<file path="src/rtl/ras_pkg.sv">
package ras_pkg;
    typedef enum logic [1:0] {
        ACT_NONE    = 2'd0,
        ACT_PUSH    = 2'd1,
        ACT_POP     = 2'd2,
        ACT_POPPUSH = 2'd3
    } ras_act_e;

    localparam logic [6:0] OPC_JAL  = 7'b1101111;
    localparam logic [6:0] OPC_JALR = 7'b1100111;
    localparam logic [4:0] LINK_A   = 5'd1;
    localparam logic [4:0] LINK_B   = 5'd5;

    function automatic logic is_link(input logic [4:0] r);
        return (r == LINK_A) || (r == LINK_B);
    endfunction
endpackage

</file>
<file path="src/rtl/ras_hint_decode.sv">
module ras_hint_decode
    import ras_pkg::*;
(
    input  logic        valid_i,
    input  logic [31:0] instr_i,
    output ras_act_e    act_o
);
    logic [6:0] opc;
    logic [4:0] rd_f;
    logic [4:0] rs1_f;
    logic [2:0] f3;
    logic       rd_lnk;
    logic       rs1_lnk;
    logic       unused_imm;

    assign opc        = instr_i[6:0];
    assign rd_f       = instr_i[11:7];
    assign f3         = instr_i[14:12];
    assign rs1_f      = instr_i[19:15];
    assign unused_imm = ^instr_i[31:20];
    assign rd_lnk     = is_link(rd_f);
    assign rs1_lnk    = is_link(rs1_f);

    always_comb begin
        act_o = ACT_NONE;
        if (valid_i) begin
            if (opc == OPC_JAL) begin
                act_o = rd_lnk ? ACT_PUSH : ACT_NONE;
            end else if (opc == OPC_JALR && f3 == 3'b000) begin
                unique case ({rd_lnk, rs1_lnk})
                    2'b11:   act_o = (rd_f == rs1_f) ? ACT_PUSH : ACT_POPPUSH;
                    2'b10:   act_o = ACT_PUSH;
                    2'b01:   act_o = ACT_POP;
                    default: act_o = ACT_NONE;
                endcase
            end
        end
    end
endmodule

</file>
<file path="src/rtl/ras_ring.sv">
module ras_ring
    import ras_pkg::*;
#(
    parameter int DEPTH = 8,
    parameter int XLEN  = 32
) (
    input  logic                         clk,
    input  logic                         rst_n,
    input  ras_act_e                     act_i,
    input  logic [XLEN-1:0]              push_val_i,
    output logic                         pred_valid_o,
    output logic [XLEN-1:0]              pred_target_o,
    output logic [$clog2(DEPTH+1)-1:0]   count_o
);
    localparam int PTR_W = (DEPTH > 1) ? $clog2(DEPTH) : 1;
    localparam int CNT_W = $clog2(DEPTH + 1);
    localparam logic [PTR_W-1:0] LAST_IDX = PTR_W'(DEPTH - 1);
    localparam logic [CNT_W-1:0] FULL_CNT = CNT_W'(DEPTH);

    typedef struct packed {
        logic [DEPTH-1:0][XLEN-1:0] slot;
        logic [PTR_W-1:0]           wp;
        logic [CNT_W-1:0]           cnt;
        logic                       pv;
        logic [XLEN-1:0]            tgt;
    } ring_st_t;

    ring_st_t st_d, st_q;
    logic [PTR_W-1:0] top_idx;
    logic [PTR_W-1:0] wp_inc;
    logic             have;
    logic             want_pop;
    logic             want_push;

    assign top_idx   = (st_q.wp == '0) ? LAST_IDX : st_q.wp - 1'b1;
    assign wp_inc    = (st_q.wp == LAST_IDX) ? '0 : st_q.wp + 1'b1;
    assign have      = (st_q.cnt != '0);
    assign want_pop  = (act_i == ACT_POP) || (act_i == ACT_POPPUSH);
    assign want_push = (act_i == ACT_PUSH) || (act_i == ACT_POPPUSH);

    always_comb begin
        st_d    = st_q;
        st_d.pv = 1'b0;
        if (act_i == ACT_POPPUSH && have) begin
            st_d.pv            = 1'b1;
            st_d.tgt           = st_q.slot[top_idx];
            st_d.slot[top_idx] = push_val_i;
        end else begin
            if (want_pop && have) begin
                st_d.pv  = 1'b1;
                st_d.tgt = st_q.slot[top_idx];
                st_d.wp  = top_idx;
                st_d.cnt = st_q.cnt - 1'b1;
            end
            if (want_push) begin
                st_d.slot[st_q.wp] = push_val_i;
                st_d.wp            = wp_inc;
                if (st_q.cnt != FULL_CNT) begin
                    st_d.cnt = st_q.cnt + 1'b1;
                end
            end
        end
    end

    always_ff @(posedge clk) begin
        if (!rst_n) begin
            st_q <= '0;
        end else begin
            st_q <= st_d;
        end
    end

    assign pred_valid_o  = st_q.pv;
    assign pred_target_o = st_q.tgt;
    assign count_o       = st_q.cnt;

    assert_cnt_bound_R9: assert property (@(posedge clk) disable iff (!rst_n)
        st_q.cnt <= FULL_CNT);

    assert_full_push_R9: assert property (@(posedge clk) disable iff (!rst_n)
        (act_i == ACT_PUSH && st_q.cnt == FULL_CNT) |=> (st_q.cnt == FULL_CNT));

    assert_empty_pop_R10: assert property (@(posedge clk) disable iff (!rst_n)
        (act_i == ACT_POP && st_q.cnt == '0) |=> (!st_q.pv && st_q.cnt == '0));

    assert_poppush_keep_R3: assert property (@(posedge clk) disable iff (!rst_n)
        (act_i == ACT_POPPUSH && st_q.cnt != '0) |=> (st_q.pv && $stable(st_q.cnt)));

    assert_pop_pred_R6: assert property (@(posedge clk) disable iff (!rst_n)
        (act_i == ACT_POP && st_q.cnt != '0) |=>
            (st_q.pv && st_q.cnt == CNT_W'($past(st_q.cnt) - 1'b1)));

    assert_pv_after_pop_R12: assert property (@(posedge clk) disable iff (!rst_n)
        st_q.pv |-> $past(want_pop));
endmodule

</file>
<file path="src/rtl/ras_link_predictor.sv">
module ras_link_predictor
    import ras_pkg::*;
#(
    parameter int DEPTH = 8,
    parameter int XLEN  = 32
) (
    input  logic                       clk,
    input  logic                       rst_n,
    input  logic                       in_valid,
    input  logic [31:0]                in_instr,
    input  logic [XLEN-1:0]            in_pc,
    output logic                       pred_valid,
    output logic [XLEN-1:0]            pred_target,
    output logic [$clog2(DEPTH+1)-1:0] occupancy
);
    ras_act_e        act;
    logic [XLEN-1:0] ret_addr;

    assign ret_addr = in_pc + XLEN'(4);

    ras_hint_decode u_decode (
        .valid_i (in_valid),
        .instr_i (in_instr),
        .act_o   (act)
    );

    ras_ring #(
        .DEPTH (DEPTH),
        .XLEN  (XLEN)
    ) u_ring (
        .clk           (clk),
        .rst_n         (rst_n),
        .act_i         (act),
        .push_val_i    (ret_addr),
        .pred_valid_o  (pred_valid),
        .pred_target_o (pred_target),
        .count_o       (occupancy)
    );

    assert_other_noop_R8: assert property (@(posedge clk) disable iff (!rst_n)
        (in_valid && in_instr[6:0] != OPC_JAL && in_instr[6:0] != OPC_JALR)
            |=> ($stable(occupancy) && !pred_valid));

    assert_idle_noop_R8: assert property (@(posedge clk) disable iff (!rst_n)
        !in_valid |=> ($stable(occupancy) && !pred_valid));
endmodule

</file>
<file path="config.mk">
export PLATFORM = sky130hd
export DESIGN_NAME = ras_link_predictor
export DESIGN_NICKNAME = d
export VERILOG_FILES = /design/src/rtl/ras_pkg.sv /design/src/rtl/ras_hint_decode.sv /design/src/rtl/ras_ring.sv /design/src/rtl/ras_link_predictor.sv
export SDC_FILE = /design/constraint.sdc
export NUM_CORES = 1
export LEC_CHECK = 0
export BUFFER_PORTS_ARGS = -buffer_cell sky130_fd_sc_hd__buf_2
export CORE_MARGIN = 5
export CORE_UTILIZATION = 44
export CTS_BUF_LIST = sky130_fd_sc_hd__clkbuf_16
export DETAILED_ROUTE_END_ITERATION = 16
export PLACE_DENSITY = 0.6
export REMOVE_ABC_BUFFERS = 1
export SLEW_MARGIN = 40
export SYNTH_ARGS = -nofsm -noshare
export SYNTH_HDL_FRONTEND = slang
export SYNTH_HIERARCHICAL = 1
export SYNTH_SLANG_ARGS = --single-unit
</file>
<file path="constraint.sdc">
create_clock -name clk -period 3.5 [get_ports clk]
set_input_delay 0.175 -clock clk [delete_from_list [all_inputs] [get_ports clk]]
set_output_delay 0.175 -clock clk [all_outputs]
set_load 0.01 [all_outputs]
</file>
=== Word level (Yosys, flattened, before mapping) ===
Cells that the tools add are included.

* Add/subtract/negate cells: 5
* $mul: 0
* Div/mod/pow operators: 0
* $lt $le $gt $ge: 4
* Equal/unequal tests: 15
* Shifts and indexed selects: 0
* Muxes and demuxes: 21
* Bitwise operators: 1
* Reduce and logical (&&, ||, !) cells: 16

{| class="wikitable"
|+ Operator list
! kind !! count
|-
| $bwmux 256 || 2
|-
| $mux 263 || 1
|-
| $mux 256 || 1
|-
| $demux 32 s3 || 2
|-
| $bmux 32 s3 || 1
|-
| $mux 32 || 3
|-
| $mux 40 || 1
|-
| $mux 33 || 1
|-
| $add 32x3->32 const B || 1
|-
| $eq 7x7->1 const B || 2
|-
| $eq 5x1->1 const B || 2
|-
| $eq 5x3->1 const B || 2
|-
| $eq 2x2->1 const B || 4
|-
| $lt 3x4->1 const B || 2
|-
| $mux 2 || 4
|-
| $ge 3x1->1 const B || 2
|-
| $logic_not 3->1 || 2
|-
| $mux 3 || 2
|-
| $pmux 2 s3 || 1
|-
| $reduce_bool 2->1 || 3
|-
| $eq 5x5->1 || 1
|-
| $logic_and 1x1->1 || 5
|-
| $add 4x1->4 const B || 1
|-
| $eq 2x1->1 const B || 2
|-
| other kinds (11) || 14
|}

* Bits in registers: 296
* Bits in latches: 0
* Memory bits (writable): 0
* Bits in read-only memories: 0
* Input bits: 67
* Output and inout bits: 37
* Memories kept: 0

=== Logic depth before layout (Yosys ltp) ===
* Depth after elaboration: 14
* Mapped depth: 12
* Mapped depth without buffers: 8

=== Cells and area by module ===
The synthesis kept the hierarchy.

{| class="wikitable"
|+ Modules (own cells, without submodules)
! module !! instances !! cells an instance !! area each (µm²) !! seq. area each (µm²)
|-
| ras_ring || 1 || 1,391 || 12,649.6 || 5,925.7
|-
| ras_link_predictor || 1 || 81 || 565.5 || 0.0
|-
| ras_hint_decode || 1 || 11 || 95.1 || 0.0
|}

=== Worst setup path before layout ===
No wires, ideal clock.

* Path type: flip-flop to flip-flop
* Start point: register u_ring/st_q[37] (netlist name)
* End point: register u_ring.st_q, in the netlist u_ring/pred_target_o[24]
* Library setup time: 0.119 ns
* Data arrival time: 2.302 ns
* Data required time: 3.381 ns
* Slack: 1.079 ns
* Stages on the path, launching flop included: 11
* Cell sequence: dfxtp_1 buf_2 inv_1 ha_1 ha_1 buf_4 inv_2 clkbuf_1 mux4_2 a21oi_1 o21ai_1

* Cells in the longest elaborated chain, start to end: 6

{| class="wikitable"
|+ Ends and longest elaborated chain
! item !! line !! source
|-
| start: declaration || ras_ring.sv:28 || <nowiki>ring_st_t st_d, st_q;</nowiki>
|-
| start signal: assignment || ras_ring.sv:69 || <nowiki>st_q <= st_d;</nowiki>
|-
| $sub 3x1->3 or $logic_not 3->1 (tied branches) || ras_ring.sv:35 || <nowiki>assign top_idx = (st_q.wp == '0) ? LAST_IDX : st_q.wp - 1'b1;</nowiki>
|-
| $mux 3 * || ras_ring.sv:35 ||
|-
| $bmux 32 s3 * || ras_ring.sv:46, ras_ring.sv:51 ||
|-
| $mux 32 (implied by the code) * || ras_ring.sv:46, ras_ring.sv:51 ||
|-
| $mux 40 || ras_ring.sv:49 || <nowiki>if (want_pop && have) begin</nowiki>
|-
| $mux 33 * || ras_ring.sv:44 || <nowiki>if (act_i == ACT_POPPUSH && have) begin</nowiki>
|}

Every way passes the cells marked *; elsewhere a longest branch is shown, timed or not. The select of a mux whose other input is x is not followed.
A chain may end at the register's enable or synchronous reset.

=== Final worst setup path ===
* Start point: register u_ring/st_q[37] (netlist name)
* End point: register u_ring.st_q, in the netlist u_ring/pred_target_o[6]

The elaborated chain is that of the path after synthesis.

==> summary.md <==
| Metric | Value |
|---|---|
| Worst vdd ir | 0.300 mV |
| WL/cell | 18.4 um |
| Setup WS post-layout | roughly 0.66 ns |
| Internal power | 5.23 mW |
| Clk pwr share | 46.7% |
| Share of the synthesized area in the top cell type | 44.5% |
| Post-synth EDFFs | 0 |
| First-pass GRT wire length | 55.9 mm |
| Asr flop ratio synth | 0% |
| Area growth, synth to finish | 10.9% |
| Flop pwr share | about half |
| Hold buffer count at CTS | 0 |
| Setup Crit Path Kind | register to register |
| Clk root buf | clkbuf_16 |
| Total power | 6.73 mW |
| Post-DP Area | 13800 sq um |
| Antenna cells | 0 |
| Largest net degree at the start of global routing | 91 |
| Die width | 184 um |
| GR Layer Usage met3 | 3.07% |
| Final ANT Viol Nets | 0 |
| Slew @ Worst Pin | 0.611 ns |
| Most Used Layer, Global Route | met2 |
| Clk_lat worst skew | 0.50 ns |
| Worst min path class | primary input to register |
| CP Capture Type | register |
| IO Port Bufs | 91 |
| Switching share of total power | 22.3% |
| Critical Path Start Type | register |
| Die height | 184 um |
| DR vias/cell | 5.64 |
| Die area | 33800 sq um |
| Dominant register cell in the synthesized netlist | dfxtp_1 |
| Clk slew on worst S/H paths | ~0.060 ns |
| DRT Wirelength | 34.9 mm |
| Post-CTS Setup Repair Bufs | 0 |
| I/O pins | 104 |
| Critical path required time | 3.88 ns |
| DR iter-0 viols | ~760 |
| Worst Skew | 0.0146 ns |
| Pins over their slew limit | 0 |
| Cells after synthesis | 1483 |
| DP HPWL | 21.8 mm |
| Yosys warns | 6 |
| Initial antenna violation count | 0 |
| Final net count | 1562 |
| Final Hold Fails | 0 |
| Slew Limit Headroom | 59.2% |
| LEAKAGE | 5.35 nW |
| Unrepaired setup endpoints after global routing | false |
| Max cap viols | 0 |
| Area contributors post-synth | dfxtp_1 45%, nand3_1 9.4%, o21ai_1 9.1%, mux2i_1 5.6%, mux4_2 3.4% |
| Critical-path maximum fanout | 16 |
| Post-CTS Resized | 0 |
| Area of the core | 29700 sq um |
| Comb power frac | 3.2% |
| GRT Total Usage | 20.3% |
| Flops & latches, synth | 296 |
| Synth unique cells | 69 |
| Vias in the first global route | 10013 |
| Sw power | 1.50 mW |
| Final std cells w/o fill | 1897 |
| Cell accounting for the most synthesized area | dfxtp_1 |
| Met2 Track Usage GR | 33.0% |
| FP Rows | 63 |
| Period utilization | 81.1% |
| Max Buffers Root-to-Sink | 3 |
| Cell count after placement | 1842 |
| DP Worst Slack | approximately 0.7 ns |
| DRC viols | 0 |
| Fin area | 14800 sq um |
| Post-layout min period | 2.84 ns |
| 1st-pass router iterations | 5 |
| Mapped Avg Cell Area | 8.98 sq um |
| CTS tree | built |
| Status | finished, final reports clean |
| Commonest cells in the netlist | 296 x dfxtp_1, 250 x nand3_1, 243 x o21ai_1 |
| Initial core utilization | 44.8% |
| Share of cells above drive strength 1 | 15.7% |
| Mapped cell area | approximately 13000 sq um |
| H-Tree Depth | 2 |
| Power per cell area | 456 nW/um^2 |
| Sequential fraction of the synthesis area | 44.5% |
| Global route overflow | 0 |
| Count leader, synth | dfxtp_1 |
| CP arrival | 3.22 ns |
| TritonCTS buffer count | 34 |
| Setup Total Neg Slack | 0 ns |
| Setup violators final | 0 |
| Met1 usage | 28.5% |
| GP Congestion | 0.778 |
| Vias | 10695 |
| Max Freq | 352 MHz |
| Sink Count | 296 |
-- layout make-up --
cell class | instances | area, sq um
repair buffers | 136 | 903
flip-flops and latches | 296 | 5930
clock inverters | 20 | 93.8
clock buffers | 35 | 876
fillers | 2871 | 15000
inverters | 21 | 78.8
multi-input cells | 999 | 6400
well taps | 390 | 488
-- layout by cell type, fill, tap and decap left out, drive strengths merged, types with 23 or more instances in the layout --
master	instances
xnor2	24
dfxtp	296
nand3	251
clkbuf	35
inv	29
o21ai	279
mux2i	80
a21oi	44
nand2	110
buf	136
nor2	23
-- kinds of logic after synthesis --
| logic type | share of synthesized area [%] |
|---|---|
| simple gates | 17.1 |
| compound gates | 16.6 |
| flops | 44.5 |
| buf+inv | 7.80 |
| mux | 11.3 |
| xor+xnor | 2.04 |
| fa+ha+maj | 0.658 |
-- stage by stage --
stage	hold slack (ns)	util, %
6_report	0.114	49.7
5_1_grt	0.143	49.7
4_1_cts	0.103	49.7
3_5_place_dp	0.450	46.4
3_3_place_gp	0.442	46.4
2_1_floorplan	0.297	-
-- registers in the layout, summed over array words and instances (netlist names) --
register / count
u_ring/st_q: 259
u_ring/pred_target_o: 32
u_ring/count_o: 4
u_ring/pred_valid_o: 1
-- path summary, 6_finish.rpt --
kind | slack [ns] | depth (start not counted) | endpoint | startpoint
max reg2reg | 0.66 | 9 | u_ring/pred_target_o[6] | u_ring/st_q[37]
min | 0.11 | 3 | u_ring/st_q[72] | in_pc[0]
max | 0.66 | 9 | u_ring/pred_target_o[6] | u_ring/st_q[37]
min reg2reg | 0.45 | 2 | u_ring/st_q[106] | u_ring/st_q[106]
-- critical path: stages, from the launching register on --
cell and delay, ns:
dfxtp_1 0.53, inv_1 0.20, ha_4 0.21, ha_4 0.16, nor2b_4 0.48, buf_4 0.40, mux2i_1 0.22, o211ai_1 0.11
a21oi_1 0.29, a21oi_1 0.11
-- power groups by stage --
stage / Combinational, mW / Sequential [mW] / Clock [mW]
global route: 0.235 / 3.37 / 3.38
global placement: 0.214 / 3.44 / 0
floorplan: 0.0676 / 3.44 / 0
detailed placement: 0.214 / 3.44 / 0
finish: 0.215 / 3.37 / 3.14
CTS: 0.215 / 3.37 / 3.23
-- per-layer routing --
layer	vias up	part of all wire, %	wire length (um)
li1	5349	-	-
met1	5060	47	16600
met2	242	46	16000
met3	44	5.1	1770
met4	0	1.8	626
met5	-	0	0
(Power assumes the default switching activity.)
